<file path="config.mk">
export PLATFORM = sky130hd
export DESIGN_NAME = mbe_bit_evaluator
export DESIGN_NICKNAME = d
export VERILOG_FILES = /design/src/rtl/mbe_pkg.sv /design/src/rtl/mbe_chan_mux.sv /design/src/rtl/mbe_guard_timer.sv /design/src/rtl/mbe_classifier.sv /design/src/rtl/mbe_bit_evaluator.sv
export SDC_FILE = /design/constraint.sdc
export NUM_CORES = 1
export LEC_CHECK = 0
export ABC_CLOCK_PERIOD_IN_PS = 11200
export BUFFER_PORTS_ARGS = -buffer_cell sky130_fd_sc_hd__buf_4
export CAP_MARGIN = 20
export CORE_UTILIZATION = 46
export DETAILED_ROUTE_END_ITERATION = 7
export GPL_TIMING_DRIVEN = 0
export PLACE_DENSITY = 0.79
export SLEW_MARGIN = 20
export SYNTH_ARGS = -nofsm -noshare
export SYNTH_HDL_FRONTEND = slang
export SYNTH_SLANG_ARGS = --single-unit
</file>
<file path="constraint.sdc">
create_clock -name clk -period 11.2 [get_ports clk]
set_input_delay 0.56 -clock clk [delete_from_list [all_inputs] [get_ports clk]]
set_output_delay 0.56 -clock clk [all_outputs]
set_load 0.01 [all_outputs]
</file>
<file path="src/rtl/mbe_pkg.sv">
package mbe_pkg;
    typedef enum logic [1:0] {G_OFF, G_WAIT, G_LISTEN} guard_state_t;
    typedef enum logic {EV_IDLE, EV_HALF} eval_state_t;
endpackage

</file>
<file path="src/rtl/mbe_chan_mux.sv">
module mbe_chan_mux #(
    parameter int SW = 4
) (
    input  logic          chan_sel,
    input  logic [SW-1:0] i_h1_str,
    input  logic [SW-1:0] i_h2_str,
    input  logic          i_h1_stb,
    input  logic          i_h2_stb,
    input  logic [SW-1:0] q_h1_str,
    input  logic [SW-1:0] q_h2_str,
    input  logic          q_h1_stb,
    input  logic          q_h2_stb,
    output logic [SW-1:0] h1_str,
    output logic [SW-1:0] h2_str,
    output logic          h1_stb,
    output logic          h2_stb
);
    always_comb begin
        if (chan_sel) begin
            h1_str = i_h1_str;
            h2_str = i_h2_str;
            h1_stb = i_h1_stb;
            h2_stb = i_h2_stb;
        end else begin
            h1_str = q_h1_str;
            h2_str = q_h2_str;
            h1_stb = q_h1_stb;
            h2_stb = q_h2_stb;
        end
    end
endmodule

</file>
<file path="src/rtl/mbe_guard_timer.sv">
module mbe_guard_timer
    import mbe_pkg::*;
#(
    parameter int GW = 8,
    parameter int CW = 8
) (
    input  logic          clk,
    input  logic          rst,
    input  logic          tx_done,
    input  logic [GW-1:0] guard_bits,
    input  logic [CW-1:0] bit_cycles,
    output logic          rx_active
);
    guard_state_t  state, state_nx;
    logic [GW-1:0] gcnt;
    logic [CW-1:0] ccnt;
    logic [CW-1:0] bit_len;
    logic          tick;

    assign bit_len   = (bit_cycles == '0) ? CW'(1) : bit_cycles;
    assign tick      = (state == G_WAIT) && (ccnt == bit_len - CW'(1));
    assign rx_active = (state == G_LISTEN);

    always_comb begin
        state_nx = state;
        unique case (state)
            G_OFF:    if (tx_done) state_nx = G_WAIT;
            G_WAIT: begin
                if (tx_done)                          state_nx = G_WAIT;
                else if (gcnt == '0)                  state_nx = G_LISTEN;
                else if (tick && gcnt == GW'(1))      state_nx = G_LISTEN;
            end
            G_LISTEN: if (tx_done) state_nx = G_WAIT;
            default:  state_nx = G_OFF;
        endcase
    end

    always_ff @(posedge clk) begin
        if (rst) state <= G_OFF;
        else     state <= state_nx;
    end

    always_ff @(posedge clk) begin
        if (rst) begin
            gcnt <= '0;
            ccnt <= '0;
        end else if (tx_done) begin
            gcnt <= guard_bits;
            ccnt <= '0;
        end else if (state == G_WAIT) begin
            if (tick) begin
                ccnt <= '0;
                if (gcnt != '0) gcnt <= gcnt - GW'(1);
            end else begin
                ccnt <= ccnt + CW'(1);
            end
        end
    end


    tx_done_deafens_chk: assert property (@(posedge clk) disable iff (rst)
        tx_done |=> !rx_active);


    listen_after_wait_chk: assert property (@(posedge clk) disable iff (rst)
        $rose(rx_active) |-> $past(state == G_WAIT));


    guard_count_monotonic_chk: assert property (@(posedge clk) disable iff (rst)
        (state == G_WAIT && $past(state == G_WAIT) && !$past(tx_done))
            |-> gcnt <= $past(gcnt));


    reset_deaf_chk: assert property (@(posedge clk)
        rst |=> !rx_active);
endmodule

</file>
<file path="src/rtl/mbe_classifier.sv">
module mbe_classifier #(
    parameter int SW = 4
) (
    input  logic [SW-1:0] first_str,
    input  logic [SW-1:0] second_str,
    input  logic [3:0]    min_level,
    input  logic [3:0]    coll_level,
    output logic          min_ok,
    output logic          coll_hit,
    output logic          value
);
    localparam int CMPW = (SW > 4) ? SW : 4;
    localparam int PW   = SW + 4;

    logic [SW-1:0]   stronger, weaker;
    logic [CMPW-1:0] strong_ext, min_ext;
    logic [PW-1:0]   weak_x16, strong_x_coll;

    always_comb begin
        value         = (first_str >= second_str);
        stronger      = value ? first_str  : second_str;
        weaker        = value ? second_str : first_str;
        strong_ext    = CMPW'(stronger);
        min_ext       = CMPW'(min_level);
        min_ok        = (strong_ext >= min_ext);
        weak_x16      = {weaker, 4'b0000};
        strong_x_coll = PW'(stronger) * PW'(coll_level);
        coll_hit      = (weak_x16 > strong_x_coll);
    end
endmodule

</file>
<file path="src/rtl/mbe_bit_evaluator.sv">
module mbe_bit_evaluator
    import mbe_pkg::*;
#(
    parameter int SW = 4,
    parameter int GW = 8,
    parameter int CW = 8
) (
    input  logic          clk,
    input  logic          rst,
    input  logic [SW-1:0] i_h1_str,
    input  logic [SW-1:0] i_h2_str,
    input  logic          i_h1_stb,
    input  logic          i_h2_stb,
    input  logic [SW-1:0] q_h1_str,
    input  logic [SW-1:0] q_h2_str,
    input  logic          q_h1_stb,
    input  logic          q_h2_stb,
    input  logic          chan_sel,
    input  logic [3:0]    min_level,
    input  logic [3:0]    coll_level,
    input  logic [GW-1:0] guard_bits,
    input  logic [CW-1:0] bit_cycles,
    input  logic          tx_done,
    output logic          rx_active,
    output logic          bit_stb,
    output logic          bit_val,
    output logic          bit_valid,
    output logic          bit_coll
);
    eval_state_t   state, state_nx;
    logic [SW-1:0] sel_h1_str, sel_h2_str, first_q;
    logic          sel_h1_stb, sel_h2_stb;
    logic          min_ok, coll_hit, value;
    logic          finish;

    mbe_chan_mux #(.SW(SW)) mux_i (
        .chan_sel (chan_sel),
        .i_h1_str (i_h1_str), .i_h2_str (i_h2_str),
        .i_h1_stb (i_h1_stb), .i_h2_stb (i_h2_stb),
        .q_h1_str (q_h1_str), .q_h2_str (q_h2_str),
        .q_h1_stb (q_h1_stb), .q_h2_stb (q_h2_stb),
        .h1_str   (sel_h1_str), .h2_str (sel_h2_str),
        .h1_stb   (sel_h1_stb), .h2_stb (sel_h2_stb)
    );

    mbe_guard_timer #(.GW(GW), .CW(CW)) guard_i (
        .clk        (clk),
        .rst        (rst),
        .tx_done    (tx_done),
        .guard_bits (guard_bits),
        .bit_cycles (bit_cycles),
        .rx_active  (rx_active)
    );

    mbe_classifier #(.SW(SW)) cls_i (
        .first_str  (first_q),
        .second_str (sel_h2_str),
        .min_level  (min_level),
        .coll_level (coll_level),
        .min_ok     (min_ok),
        .coll_hit   (coll_hit),
        .value      (value)
    );

    assign finish = (state == EV_HALF) && rx_active && sel_h2_stb;

    always_comb begin
        state_nx = state;
        unique case (state)
            EV_IDLE: if (rx_active && sel_h1_stb) state_nx = EV_HALF;
            EV_HALF: begin
                if (!rx_active)      state_nx = EV_IDLE;
                else if (sel_h2_stb) state_nx = EV_IDLE;
            end
            default: state_nx = EV_IDLE;
        endcase
    end

    always_ff @(posedge clk) begin
        if (rst) state <= EV_IDLE;
        else     state <= state_nx;
    end

    always_ff @(posedge clk) begin
        if (rst) begin
            first_q <= '0;
        end else if (rx_active && sel_h1_stb && !finish) begin
            first_q <= sel_h1_str;
        end
    end

    always_ff @(posedge clk) begin
        if (rst) begin
            bit_stb   <= 1'b0;
            bit_val   <= 1'b0;
            bit_valid <= 1'b0;
            bit_coll  <= 1'b0;
        end else begin
            bit_stb <= finish;
            if (finish) begin
                bit_valid <= min_ok && !coll_hit;
                bit_coll  <= min_ok && coll_hit;
                bit_val   <= min_ok && !coll_hit && value;
            end
        end
    end


    strobe_single_chk: assert property (@(posedge clk) disable iff (rst)
        bit_stb |=> !bit_stb);


    strobe_needs_rx_chk: assert property (@(posedge clk) disable iff (rst)
        bit_stb |-> $past(rx_active));


    class_exclusive_chk: assert property (@(posedge clk) disable iff (rst)
        !(bit_valid && bit_coll));


    strobe_needs_half_chk: assert property (@(posedge clk) disable iff (rst)
        bit_stb |-> $past(state == EV_HALF));
endmodule

</file>
==> run summary, run 1 <==
The run gives 0 as the number of gates given a new drive strength after cts. Synthesis produced 297 cells. The first global-routing pass estimated 8770 microns of wire. The count of buffers added on input and output ports is 52. The max-slew violation count came out at 0. Average footprint of a synthesized cell: 8.38 sq um. The flow ran to the end, and the final reports show no timing, DRC or antenna violations. The number of cells on the worst reg-to-reg path is 21. The hold violation count in the final report was 0; the count of cells along the worst hold path was 3. The end-of-flow core utilization is 0.583. From synthesis to final layout, the design area changed by 21.2%. The run gives 11.38 ns as the worst path required time.

The worst reg2reg path endpoint was bit_coll. The total area inside the core boundary comes to 5170 sq um. The detail route stage leaves a number of antenna-violating nets equal to 0. The worst min-delay path endpoint is guard_i.gcnt[1]. Buffers inserted to repair hold after CTS numbered 0. Using the TritonRoute via totals, the vias-per-cell ratio works out to 5.38.

Die footprint: 5710 sq um. Entering global routing, the biggest net connects 17 pins. The tools report the number of placement rows as 26. The fraction of registers with async set or reset after synthesis was 0. The tool flagged a number of max-cap violations equal to 0. For this design the static power due to leakage is 1.41 nW. The portion of the clock cycle consumed by the worst path in the final layout is 0.543, and the count of vias placed by the detailed router is 2275.

The startpoint identified for the worst register-to-register timing path is first_q[0]. The number of clock buffers added by TritonCTS is 3. In the synthesized netlist the dominant register cell turns out to be sky130_fd_sc_hd__dfxtp_1. For this block, wires on met1 add up to 2620 microns. Summed over all failing endpoints, the final setup total negative slack is 0 ns.

In this run the most critical hold path is launched from guard_bits[1]. TritonCTS built the clock tree. The logs give 0.00426 ns for the worst clock skew and 0.426 for the tightest slew margin relative to the limit. In this run the worst hold path is classified as in2reg. The tree is rooted in a sky130_fd_sc_hd__clkbuf_8. The tools report the total number of H-tree levels as 1. The ratio of cells with drive above 1 in the final layout was 0.218. The tools report the type of origin of the critical path as a primary input. For the pin with the worst max-slew slack, the measured transition is 0.855 ns. The via count of the first global-routing pass was 2082.

The run gives 4440 microns as the half-perimeter wire length after detailed placement. In the final routed layout, each cell accounts on average for 12.7 microns. The tools report the total wire length after detailed routing as 5380 microns.

At the worst endpoint, the arrival time is 6.26 ns. The clock passes through at most 2 buffers. The clock drives 27 sinks.

For the final-report setup violation count, the log shows 0. Category of the critical setup timing path: in2reg. The number of different library cells used by synthesis comes to 58.

The number of nets in the layout was 435; the sequential element share of the synthesized area was 0.217. STA classifies the critical path endpoint as a register. The number of synthesized flops with an enable pin was 0. After clock tree synthesis, the clock-pin slew on the worst setup and hold paths is 0.10 ns. Setup repair after global routing left no endpoint under its margin.

The logs give 125 for the iteration-0 DRC count of the detailed router and 0 for the antenna diode count. The height of the chip was 75.6 microns; the number of search-and-repair iterations in the first detailed-routing pass was 4. The global-route usage over all layers was 0.197. For the net count of the mapped netlist, the log shows 378. Synthesis inferred 27 register bits.

The final weighted congestion in routability-driven placement was 0.829; the detailed-route DRC error count was 0. The run gives 0.481 as the initial cell density of the core. The total overflow left after global routing is 0. After detailed routing, the met2 layer carries 2540 microns of wire.

The logs give 0 for the initial antenna violation count and 2490 sq um for the post-synthesis instance area. During synthesis, Yosys emitted a total of 0 warnings. In this run the top signal layer used is met4.

The slack of the worst reg-to-reg path was 5.79 ns; the met3 wire length was 203 microns. The smallest clock period supported by the final layout is computed as 6.08 ns. Static timing analysis puts the maximum clock frequency at 165 MHz.

Maximum vdd ir drop: 0.0000422 V. The die is 75.6 microns wide. Along the worst path, the maximum fanout reaches 10. The clock latency at the later pin of the worst-skew pair came out at 0.28 ns.

Dividing total power by cell area gives a power density of 84.0 nW/um^2. The post-route total power came out at 0.253 mW. Post-CTS timing repair inserted 0 buffers for setup. For the top-level I/O count, the log shows 53.
-- Yosys cell counts, drive strengths merged, types with 2 or more instances --
| library cell | number | area share |
|---|---|---|
| ha | 29 | 0.15 |
| nor2 | 29 | 0.044 |
| dfxtp | 27 | 0.22 |
| a21oi | 23 | 0.046 |
| inv | 19 | 0.029 |
| nand2 | 16 | 0.024 |
| a21o | 10 | 0.031 |
| mux2i | 10 | 0.040 |
| and2 | 9 | 0.023 |
| a211oi | 8 | 0.024 |
| o21ai | 8 | 0.016 |
| xnor2 | 8 | 0.028 |
| xor2 | 8 | 0.028 |
| nor2b | 7 | 0.018 |
| o211ai | 6 | 0.018 |
| or3 | 6 | 0.017 |
| clkbuf | 5 | 0.016 |
| nand2b | 5 | 0.013 |
| nor3 | 5 | 0.010 |
| fa | 4 | 0.032 |
| mux2 | 4 | 0.018 |
| nand3 | 4 | 0.0080 |
| or2 | 4 | 0.010 |
| and2b | 3 | 0.010 |
| and3 | 3 | 0.0075 |
| nand4 | 3 | 0.0075 |
| or4 | 3 | 0.0095 |
| a2bb2oi | 2 | 0.0070 |
| a31oi | 2 | 0.0050 |
| nand3b | 2 | 0.0060 |
| nor3b | 2 | 0.0060 |
| o22ai | 2 | 0.0050 |
| o311a | 2 | 0.0085 |
-- worst max-delay path: stages --
cell and delay [ns]:
sky130_fd_sc_hd__buf_4 0.08, sky130_fd_sc_hd__clkbuf_1 0.51, sky130_fd_sc_hd__mux2i_1 0.42, sky130_fd_sc_hd__ha_1 0.30, sky130_fd_sc_hd__a21o_1 0.15, sky130_fd_sc_hd__a21o_1 0.19
sky130_fd_sc_hd__a21o_1 0.22, sky130_fd_sc_hd__o21ai_0 0.53, sky130_fd_sc_hd__nand2_1 0.16, sky130_fd_sc_hd__fa_1 0.52, sky130_fd_sc_hd__inv_1 0.06, sky130_fd_sc_hd__fa_1 0.53
sky130_fd_sc_hd__ha_1 0.32, sky130_fd_sc_hd__a21o_1 0.15, sky130_fd_sc_hd__a21oi_1 0.22, sky130_fd_sc_hd__xnor2_1 0.15, sky130_fd_sc_hd__ha_1 0.26, sky130_fd_sc_hd__a21o_1 0.18
sky130_fd_sc_hd__a21o_1 0.16, sky130_fd_sc_hd__a21oi_1 0.26, sky130_fd_sc_hd__nor2_1 0.07, sky130_fd_sc_hd__a32o_1 0.25
-- sequential cells by signal, summed over array words and instances, names as in the netlist --
signal         cells
bit_val            1
state              1
guard_i.state      2
bit_valid          1
first_q            4
bit_coll           1
guard_i.gcnt       8
bit_stb            1
guard_i.ccnt       8
-- placed cells by master, fill, tap and decap left out, types with 9 or more instances in the layout --
cell and instances:
sky130_fd_sc_hd__buf_4 52, sky130_fd_sc_hd__nor2_1 29, sky130_fd_sc_hd__ha_1 29, sky130_fd_sc_hd__dfxtp_1 27, sky130_fd_sc_hd__a21oi_1 23, sky130_fd_sc_hd__inv_1 19
sky130_fd_sc_hd__nand2_1 16, sky130_fd_sc_hd__mux2i_1 10, sky130_fd_sc_hd__a21o_1 9, sky130_fd_sc_hd__and2_1 9
-- cell families after synthesis --
group,after synthesis,share of synthesized area
compound gates,74,0.202
xor+xnor,16,0.0563
fa+ha+maj,33,0.178
buf+inv,25,0.0462
flops,27,0.217
mux,15,0.0673
simple gates,107,0.234
-- where the power goes --
part           leakage [nW]  switching, mW  internal, mW  total [mW]
clock network        0.0217         0.0326        0.0253      0.0579
logic                  1.17         0.0470        0.0464      0.0934
registers             0.220        0.00316        0.0989       0.102
-- worst max-delay path by stage --
stage,slack (ns),to,start,cells after the start
floorplan,5.65,bit_coll,chan_sel,21
global placement,4.91,bit_coll,chan_sel,22
detailed placement,4.82,bit_coll,chan_sel,22
CTS,5.09,bit_coll,chan_sel,22
global route,4.76,bit_coll,chan_sel,22
finish,5.12,bit_coll,chan_sel,22
-- stage by stage --
stage          hold WS (ns)  cells  instance area, sq um  worst slack [ns]
6_report              0.547    423                  3020              5.12
3_5_place_dp          0.534    419                  2970              4.82
4_1_cts               0.548    423                  3020              5.09
3_3_place_gp          0.530    419                  2970              4.91
2_1_floorplan         0.494    297                  2490              5.65
5_1_grt               0.557    423                  3020              4.76
-- cell type report --
| cell class | instances | area (sq um) |
|---|---|---|
| Sequential cell | 27 | 541 |
| Inverter | 19 | 71.3 |
| Clock inverter | 1 | 7.51 |
| Tap cell | 70 | 87.6 |
| Clock buffer | 3 | 41.3 |
| Buffer | 6 | 43.8 |
| Timing Repair Buffer | 52 | 390 |
| Fill cell | 482 | 2160 |
| Multi-Input combinational cell | 245 | 1830 |
-- metal layers --
metal / GRT usage / vias to the layer above
met3: 0.0344 / 2
li1: - / 1197
met2: 0.359 / 41
met5: 0 / -
met4: 0.0247 / 0
met1: 0.249 / 1035
Power figures use the tool's default switching activity.
==> run 2, diff against run 1 <==
--- a/config.mk
+++ b/config.mk
@@ -5,7 +5,8 @@
 export SDC_FILE = /design/constraint.sdc
 export NUM_CORES = 1
 export LEC_CHECK = 0
-export ABC_CLOCK_PERIOD_IN_PS = 11200
+export ABC_AREA = 1
+export ABC_CLOCK_PERIOD_IN_PS = 6310
 export BUFFER_PORTS_ARGS = -buffer_cell sky130_fd_sc_hd__buf_4
 export CAP_MARGIN = 20
 export CORE_UTILIZATION = 46
==> constraint.sdc (replaced) <==
create_clock -name clk -period 6.31 [get_ports clk]
set_input_delay 0.3155 -clock clk [delete_from_list [all_inputs] [get_ports clk]]
set_output_delay 0.3155 -clock clk [all_outputs]
set_load 0.01 [all_outputs]
==> run 2 against run 1 <==
Effect of this change:
- register-to-register slack worse by 4.4 ns
- design area up 6.0%
- critical path depth is 5 higher
- sequential share of layout area decreased by 1.0 points
- first-iteration DRC count grew 56%
- critical endpoint is now bit_valid
- largest power group is now combinational logic
==> run summary, run 2 <==
The number of standard cells after synthesis was 420 (was 297). TritonCTS built the clock tree. The class of the worst hold path was in2reg (unchanged). The combined buffer and inverter count along the critical path is 4 (was 3).

Clock latency at the later pin of the worst-skew pair: 0.27 ns (was 0.28 ns). The die footprint is 6110 sq um (was 5710 sq um). The category of the critical setup timing path was in2reg (unchanged). The tools report the type of element capturing the critical path as a register (unchanged). For the number of placement rows, the log shows 27 (was 26).

The tools report the leftover overflow at the end of global routing as 0 (unchanged). The tools report the via count of the first global-routing pass as 2467 (was 2082). The fraction of registers with async set or reset after synthesis was 0 (unchanged). Portion of the clock cycle consumed by the worst path in the final layout: 0.821. The number of distinct library cell variants in the gate-level netlist after synthesis is 35 (was 58), and the total of warnings raised by yosys is 0 (unchanged). The total number of H-tree levels came out at 1 (unchanged). The post-synthesis instance area was 2670 sq um (was 2490 sq um); the total wire length after detailed routing was 5990 microns (was 5380 microns).

The buffers inserted during post-CTS setup optimization was 0 (unchanged); the antenna diode count was 0 (unchanged). The termination of the worst setup path was bit_valid (was bit_coll). The height of the chip is 78.2 microns (was 75.6 microns), and the clock edge transition at the registers on the reported setup and hold paths is 0.09 ns (was 0.10 ns). The timing startpoint of the critical path is chan_sel (unchanged).

The net count of the mapped netlist came out at 501 (was 378). Most used flip-flop cell after synthesis: sky130_fd_sc_hd__dfxtp_1 (unchanged). The area share of the largest cell type after synthesis came out at 0.202 (was 0.217). The slack of the worst reg-to-reg path is 1.35 ns (was 5.79 ns). The run gives 0.866 (was 0.829) as the final weighted congestion in routability-driven placement. The beginning of the worst register-to-register path is first_q[1] (was first_q[0]). The ratio of cells with drive above 1 in the final layout is 0.172 (was 0.218).

For the post-cts hold buffer count, the log shows 0 (unchanged). The worst-case reg-to-reg path depth is 26 (was 21), and the count of vias placed by the detailed router is 2692 (was 2275). The post-synthesis sequential element count is 27 (unchanged), and the hold violation count in the final report is 0 (unchanged). The routed length per placed instance was 10.9 microns (was 12.7 microns); the maximum vdd ir drop was 0.000112 V (was 0.0000422 V). The logs give 5.38 ns (was 6.26 ns) for the worst endpoint data arrival time and 0 (unchanged) for the final-report setup violation count. For this run, the top clock speed supported by timing is 193 MHz.

The number of search-and-repair iterations in the first detailed-routing pass came out at 4 (unchanged). End-of-flow core utilization: 0.577 (was 0.583). For the top-level I/O count, the log shows 53 (unchanged).

For the pin count of the biggest net entering global routing, the log shows 16 (was 17). The number of max-cap violations came out at 0 (unchanged). Area contributors post-synth: sky130_fd_sc_hd__dfxtp_1, sky130_fd_sc_hd__ha_1, sky130_fd_sc_hd__nand2_1 (was sky130_fd_sc_hd__dfxtp_1, sky130_fd_sc_hd__ha_1, sky130_fd_sc_hd__a21oi_1).

For the worst-case hold slack, the log shows 0.317 ns (was 0.547 ns). The initial cell density of the core is 0.482 (was 0.481), and the maximum fanout along the worst path is 10 (unchanged). The total power per unit cell area was 153 nW/um^2 (was 84.0 nW/um^2); the worst-case clock buffer depth was 2 (unchanged).

The count of input and output buffers was 52 (unchanged). The global-route usage over all layers is 0.199 (was 0.197). The dominant cell type by area after synthesis is sky130_fd_sc_hd__dfxtp_1 (unchanged). The critical path depth was 27 (was 22).

The area of the multi-input gates was 1830 sq um (about the same); the number of gates given a new drive strength after cts was 0 (unchanged). The number of routed nets with antenna violations is 0 (unchanged), and the total leakage power is 1.72 nW (was 1.41 nW). The logs give 3 (unchanged) for the clock buffer count from CTS and 5540 sq um (was 5170 sq um) for the area of the core.

Counting I/O delays and the setup requirement, the final critical path takes 5.18 ns. Sequential cell area in the final layout: 541 sq um (unchanged). The number of synthesized flops with an enable pin was 0 (unchanged).

Top library cells by usage in the layout, fill and taps aside: sky130_fd_sc_hd__nand2_1, sky130_fd_sc_hd__inv_1, sky130_fd_sc_hd__nor2_1 (was sky130_fd_sc_hd__buf_4, sky130_fd_sc_hd__nor2_1, sky130_fd_sc_hd__ha_1). For the half-perimeter wire length after detailed placement, the log shows 4930 microns (was 4440 microns). The buffer cell driving the clock tree root was sky130_fd_sc_hd__clkbuf_8 (unchanged).

The worst path required time was 6.51 ns (was 11.38 ns). The tools report the final setup TNS as 0 ns (unchanged). Most frequent cells after synthesis: sky130_fd_sc_hd__nand2_1, sky130_fd_sc_hd__inv_1, sky130_fd_sc_hd__nor2_1 (was sky130_fd_sc_hd__ha_1, sky130_fd_sc_hd__nor2_1, sky130_fd_sc_hd__dfxtp_1). The flow ran to the end, and the final reports show no timing, DRC or antenna violations. Setup repair after global routing left no endpoint under its margin.

Largest regs: guard_i.ccnt x8, guard_i.gcnt x8, first_q x4 (unchanged). Most frequent cell after synthesis: sky130_fd_sc_hd__nand2_1. The detailed-route DRC error count is 0 (unchanged), and the relative area change from synthesis to final layout is 19.7% (was 21.2%). Average footprint of a synthesized cell: 6.36 sq um (was 8.38 sq um). The max-slew violation count came out at 0 (unchanged). The delay of the slowest critical-path stage is 0.54 ns (was 0.53 ns). The number of nets in the layout came out at 558 (was 435).

The kind of cell adding the most delay to the critical path is adder cells (was compound AO/OA/AOI/OAI gates). The run gives 0.488 mW (was 0.253 mW) as the post-route total power. The worst clock skew came out at 0.00499 ns (was 0.00426 ns).

The die outline width was 78.2 microns (was 75.6 microns); the initial antenna violation count was 0 (unchanged). The via count normalized by instance count is 4.91 (was 5.38). The worst reg2reg path endpoint was bit_valid (was bit_coll). Iteration-0 DRC count of the detailed router: 195 (was 125).

The worst-path cell with the longest stage delay was sky130_fd_sc_hd__fa_1 (was sky130_fd_sc_hd__o21ai_0). The sequential element share of the synthesized area came out at 0.202 (was 0.217). The slew at the pin with the worst max-slew slack is 0.462 ns (was 0.855 ns), and the wire length of the first global-routing pass is 10000 microns (was 8770 microns). The most common library cell in the layout ignoring fill and taps was sky130_fd_sc_hd__nand2_1 (was sky130_fd_sc_hd__buf_4).

The tools report the number of filler instances in the final layout as 535 (was 482). Sink count of the clock tree: 27 (unchanged). The tools report the type of origin of the critical path as a primary input (unchanged). The tools report the tightest slew margin relative to the limit as 0.689 (was 0.426).
run 2: cell types whose count changed after synthesis, moves of 5 or more:
cell                       before  now
sky130_fd_sc_hd__a211oi_1       8    0
sky130_fd_sc_hd__a21o_1         9    0
sky130_fd_sc_hd__and2_1         9    1
sky130_fd_sc_hd__inv_1         19   70
sky130_fd_sc_hd__mux2i_1       10    1
sky130_fd_sc_hd__nand2_1       16   93
sky130_fd_sc_hd__nand2b_1       5    0
sky130_fd_sc_hd__nand3_1        4   30
sky130_fd_sc_hd__nor2_1        29   53
sky130_fd_sc_hd__nor2_2         0    5
sky130_fd_sc_hd__nor2b_1        7    0
sky130_fd_sc_hd__o211ai_1       6    1
sky130_fd_sc_hd__o21ai_0        8   22
sky130_fd_sc_hd__or3_1          5    0
run 2: worst min path at each step:
| stage | end | from | slack, ns | cells past startpoint |
|---|---|---|---|---|
| floorplan | state | state | 0.46 | 2 |
| global placement | bit_valid | bit_valid | 0.45 | 2 |
| detailed placement | bit_val | bit_val | 0.46 | 2 |
| CTS | first_q[2] | i_h1_str[2] | 0.31 | 3 |
| global route | first_q[1] | q_h1_str[1] | 0.31 | 3 |
| finish | first_q[1] | q_h1_str[1] | 0.32 | 3 |
run 2: cell type report:
cell class              count  share of cell area
plain buffers               5             0.00705
flip-flops and latches     27               0.169
multi-input cells         314               0.572
well taps                  72              0.0282
repair buffers             52               0.122
clock inverters             1             0.00157
clock buffers               3              0.0129
inverters                  74              0.0869
run 2: power breakdown:
part	leakage (nW)	internal, mW	switching, mW
clock network	0.0255	0.0443	0.0544
registers	0.220	0.176	0.00533
logic	1.48	0.0910	0.117
run 2: cells by family after synthesis:
family                   after synthesis  share of synthesized area
XOR/XNOR                              15                     0.0492
multiplexers                           1                    0.00375
buffers and inverters                 79                      0.112
flip-flops                            27                      0.202
AND/OR/NAND/NOR                      210                      0.353
adder cells (fa/ha/maj)               33                      0.166
AO/OA/AOI/OAI                         55                      0.113
run 2: through the flow:
stage               instances  setup slack [ns]  area, sq um
floorplan                 420              1.49         2670
global placement          544             0.896         3150
detailed placement        544             0.818         3150
CTS                       548              1.09         3200
global route              548             0.670         3200
finish                    548              1.13         3200
run 2: worst register-to-register path: stages, from the launching register on:
cell and delay (ns):
sky130_fd_sc_hd__dfxtp_1 0.42, sky130_fd_sc_hd__ha_1 0.27, sky130_fd_sc_hd__inv_1 0.07, sky130_fd_sc_hd__o21bai_1 0.06, sky130_fd_sc_hd__nand3_1 0.07, sky130_fd_sc_hd__nand3_1 0.23, sky130_fd_sc_hd__nand2_1 0.16, sky130_fd_sc_hd__o21ai_0 0.20
sky130_fd_sc_hd__or2_2 0.35, sky130_fd_sc_hd__fa_1 0.54, sky130_fd_sc_hd__inv_1 0.06, sky130_fd_sc_hd__fa_1 0.42, sky130_fd_sc_hd__ha_1 0.34, sky130_fd_sc_hd__a21oi_1 0.15, sky130_fd_sc_hd__and2_1 0.17, sky130_fd_sc_hd__inv_1 0.05
sky130_fd_sc_hd__a21oi_1 0.11, sky130_fd_sc_hd__nor2_1 0.05, sky130_fd_sc_hd__nor2_1 0.11, sky130_fd_sc_hd__xor2_1 0.10, sky130_fd_sc_hd__ha_1 0.32, sky130_fd_sc_hd__nand4_1 0.10, sky130_fd_sc_hd__nor4_1 0.18, sky130_fd_sc_hd__nand2_1 0.11
sky130_fd_sc_hd__nand2_1 0.09, sky130_fd_sc_hd__nand2_1 0.05, sky130_fd_sc_hd__a21oi_1 0.13
run 2: per-layer routing:
metal,track usage,up-vias,part of all wire,routed length [microns]
li1,-,1445,-,-
met1,0.254,1200,0.48,2880
met2,0.356,41,0.48,2860
met3,0.0186,6,0.031,186
met4,0.0481,0,0.0097,58
met5,0,-,0,0
==> run 3, diff against run 2 <==
--- a/config.mk
+++ b/config.mk
@@ -6,13 +6,13 @@
 export NUM_CORES = 1
 export LEC_CHECK = 0
 export ABC_AREA = 1
-export ABC_CLOCK_PERIOD_IN_PS = 6310
+export ABC_CLOCK_PERIOD_IN_PS = 4710
 export BUFFER_PORTS_ARGS = -buffer_cell sky130_fd_sc_hd__buf_4
 export CAP_MARGIN = 20
 export CORE_UTILIZATION = 46
 export DETAILED_ROUTE_END_ITERATION = 7
 export GPL_TIMING_DRIVEN = 0
-export PLACE_DENSITY = 0.79
+export PLACE_DENSITY = 0.81
 export SLEW_MARGIN = 20
 export SYNTH_ARGS = -nofsm -noshare
 export SYNTH_HDL_FRONTEND = slang
==> constraint.sdc (replaced) <==
create_clock -name clk -period 4.71 [get_ports clk]
set_input_delay 0.2355 -clock clk [delete_from_list [all_inputs] [get_ports clk]]
set_output_delay 0.2355 -clock clk [all_outputs]
set_load 0.01 [all_outputs]
==> run 3 against run 2 <==
Effect of this change:
- total power increased by 53%
- combinational power grew 77%
- first-iteration DRC count decreased by 28%
- clock skew is essentially flat
- die area unchanged
- design area grew 11%
- core utilization increased by 6.4 points
- non-clock buffer count up 17
- global-route usage up 0.78 points
- sequential power rose by 34%
- worst setup slack got worse by 1.1 ns
==> run summary, run 3 (synthesized netlist as in run 2, its figures left out) <==
Among the stages of the critical path, the cell type that occurs most often is sky130_fd_sc_hd__inv_2. The half-perimeter wire length after detailed placement was 4960 microns (was 4930 microns). The portion of the clock cycle consumed by the worst path in the final layout came out at 0.990. The slew at the pin with the worst max-slew slack was 0.439 ns (was 0.462 ns). The delay of the slowest critical-path stage is 0.60 ns (was 0.54 ns), and the end-of-flow core utilization is 0.641 (was 0.577). The final-report setup violation count came out at 0 (unchanged). The worst clock skew was 0.00543 ns (was 0.00499 ns). The number of placement rows came out at 27 (unchanged).

Subtracting the final worst setup slack from the clock period gives 4.66 ns. The run gives 0 (unchanged) as the leftover overflow at the end of global routing. For the final instance area, the log shows 3550 sq um (was 3200 sq um).

The pin count of the biggest net entering global routing came out at 16 (unchanged). The count of input and output buffers came out at 52 (unchanged). The detailed-route DRC error count is 0 (unchanged), and the count of vias placed by the detailed router is 2835 (was 2692).

The hold violation count in the final report is 0 (unchanged), and the worst path required time is 4.93 ns (was 6.51 ns). The tools report the type of origin of the critical path as a primary input (unchanged). For the placed cell area, the log shows 3160 sq um (was 3150 sq um). The final setup TNS was 0 ns (unchanged); the relative area change from synthesis to final layout was 32.9% (was 19.7%).

Largest regs: guard_i.ccnt x8, guard_i.gcnt x8, first_q x4 (unchanged). Area of the core: 5540 sq um (unchanged). Clock buffer count from CTS: 3 (unchanged). Setup repair after global routing could not meet its margin everywhere.

The tools report the sink count of the clock tree as 27 (unchanged). Class of the worst hold path: in2reg (unchanged). The total power per unit cell area is 210 nW/um^2 (was 153 nW/um^2). For the wire length of the first global-routing pass, the log shows 10400 microns (was 10000 microns). The tools report the final weighted congestion in routability-driven placement as 0.852 (was 0.866). The number of routed nets with antenna violations was 0 (unchanged); the via count normalized by instance count was 5.02 (was 4.91). The flow ran to the end, and the final reports show no timing, DRC or antenna violations.

The number of search-and-repair iterations in the first detailed-routing pass was 4 (unchanged). TritonCTS built the clock tree. The logs give 575 (was 558) for the number of nets in the layout and 479 (was 535) for the number of filler instances in the final layout.

The maximum fanout along the worst path is 6 (was 10), and the worst endpoint data arrival time is 4.88 ns (was 5.38 ns). The worst-case clock buffer depth came out at 2 (unchanged). The buffer cell driving the clock tree root is sky130_fd_sc_hd__clkbuf_8 (unchanged).

The initial cell density of the core was 0.482 (unchanged). The logs give 6110 sq um (unchanged) for the die footprint and 1 (unchanged) for the total number of H-tree levels. Worst-path cell with the longest stage delay: sky130_fd_sc_hd__fa_2 (was sky130_fd_sc_hd__fa_1). The iteration-0 DRC count of the detailed router was 140 (was 195); the via count of the first global-routing pass was 2542 (was 2467). Top library cells by usage in the layout, fill and taps aside: sky130_fd_sc_hd__nand2_1, sky130_fd_sc_hd__buf_4, sky130_fd_sc_hd__inv_1 (was sky130_fd_sc_hd__nand2_1, sky130_fd_sc_hd__inv_1, sky130_fd_sc_hd__nor2_1). The routed length per placed instance was 11.7 microns (was 10.9 microns); the total wire length after detailed routing was 6600 microns (was 5990 microns). The die outline width works out to 78.2 microns (unchanged). For the total leakage power, the log shows 1.84 nW (was 1.72 nW). The type of element capturing the critical path was a register (unchanged). For the initial antenna violation count, the log shows 0 (unchanged). The antenna diode count was 0 (unchanged); the slack of the worst reg-to-reg path was 0.08 ns (was 1.35 ns). The most common library cell in the layout ignoring fill and taps was sky130_fd_sc_hd__nand2_1 (unchanged). The top-level I/O count was 53 (unchanged). The category of the critical setup timing path was in2reg (unchanged). The maximum vdd ir drop was 0.000115 V (was 0.000112 V); the tightest slew margin relative to the limit was 0.707 (was 0.689). The number of max-cap violations was 0 (unchanged).

The run gives 0 (unchanged) as the max-slew violation count. The clock latency at the later pin of the worst-skew pair is 0.28 ns (was 0.27 ns), and the height of the chip is 78.2 microns (unchanged). For the global-route usage over all layers, the log shows 0.206 (was 0.199). The ratio of cells with drive above 1 in the final layout is 0.266 (was 0.172), and the maximum clock frequency is 214 MHz. The clock edge transition at the registers on the reported setup and hold paths works out to 0.09 ns (about the same).
## run 3: changes by cell type in the layout (fill, tap and decap cells not counted), sizes merged
cell | before | now
buf | 55 | 72
## run 3: cell type report
cell class                 count  area (sq um)  share of cell area
multi-input combinational    314          2020               0.570
sequential                    27           543               0.153
timing repair buffer          69           526               0.148
inverter                      74           283              0.0797
tap                           72          90.1              0.0254
clock buffer                   3          41.3              0.0116
buffer                         5          38.8              0.0109
clock inverter                 1          5.00             0.00141
## run 3: final timing paths
path	startpoint	cells past startpoint	endpoint
setup / recovery	chan_sel	30	bit_val
setup reg to reg	first_q[1]	26	bit_val
hold / removal	q_h1_str[1]	3	first_q[1]
hold reg to reg	bit_valid	2	bit_valid
## run 3: power breakdown
part	internal (mW)	switching [mW]	leakage, nW
registers	0.236	0.00710	0.221
clock network	0.0594	0.0743	0.0255
logic	0.175	0.194	1.59
total	0.471	0.275	1.84
## run 3: metal layers
metal	up-vias	GRT usage	share of wire
met1	1286	0.243	0.44
met2	65	0.395	0.52
met4	0	0.0611	0.011
li1	1477	-	-
met3	7	0.0140	0.037
met5	-	0	0
## run 3: timing repair
item,in CTS,in global routing
setup buffers,3,14
setup endpoints to repair,3,3
pin swaps,5,27
hold buffers,0,0
gates resized for setup,15,43
## run 3: critical path: cells and delay by family
family / cells / cell delay [ns]
xor+xnor: 1 / 0.10
simple gates: 13 / 1.52
buf+inv: 6 / 0.47
fa+ha+maj: 5 / 1.94
compound gates: 5 / 0.57
## run 3: through the flow
| stage | power (mW) | instances | setup slack, ns | hold WS, ns |
|---|---|---|---|---|
| floorplan | 0.447 | 420 | 0.00952 | 0.391 |
| global placement | 0.518 | 544 | -0.550 | 0.457 |
| detailed placement | 0.529 | 544 | -0.672 | 0.459 |
| CTS | 0.684 | 551 | 0.00104 | 0.225 |
| global route | 0.801 | 565 | -0.181 | 0.227 |
| finish | 0.746 | 565 | 0.0468 | 0.223 |
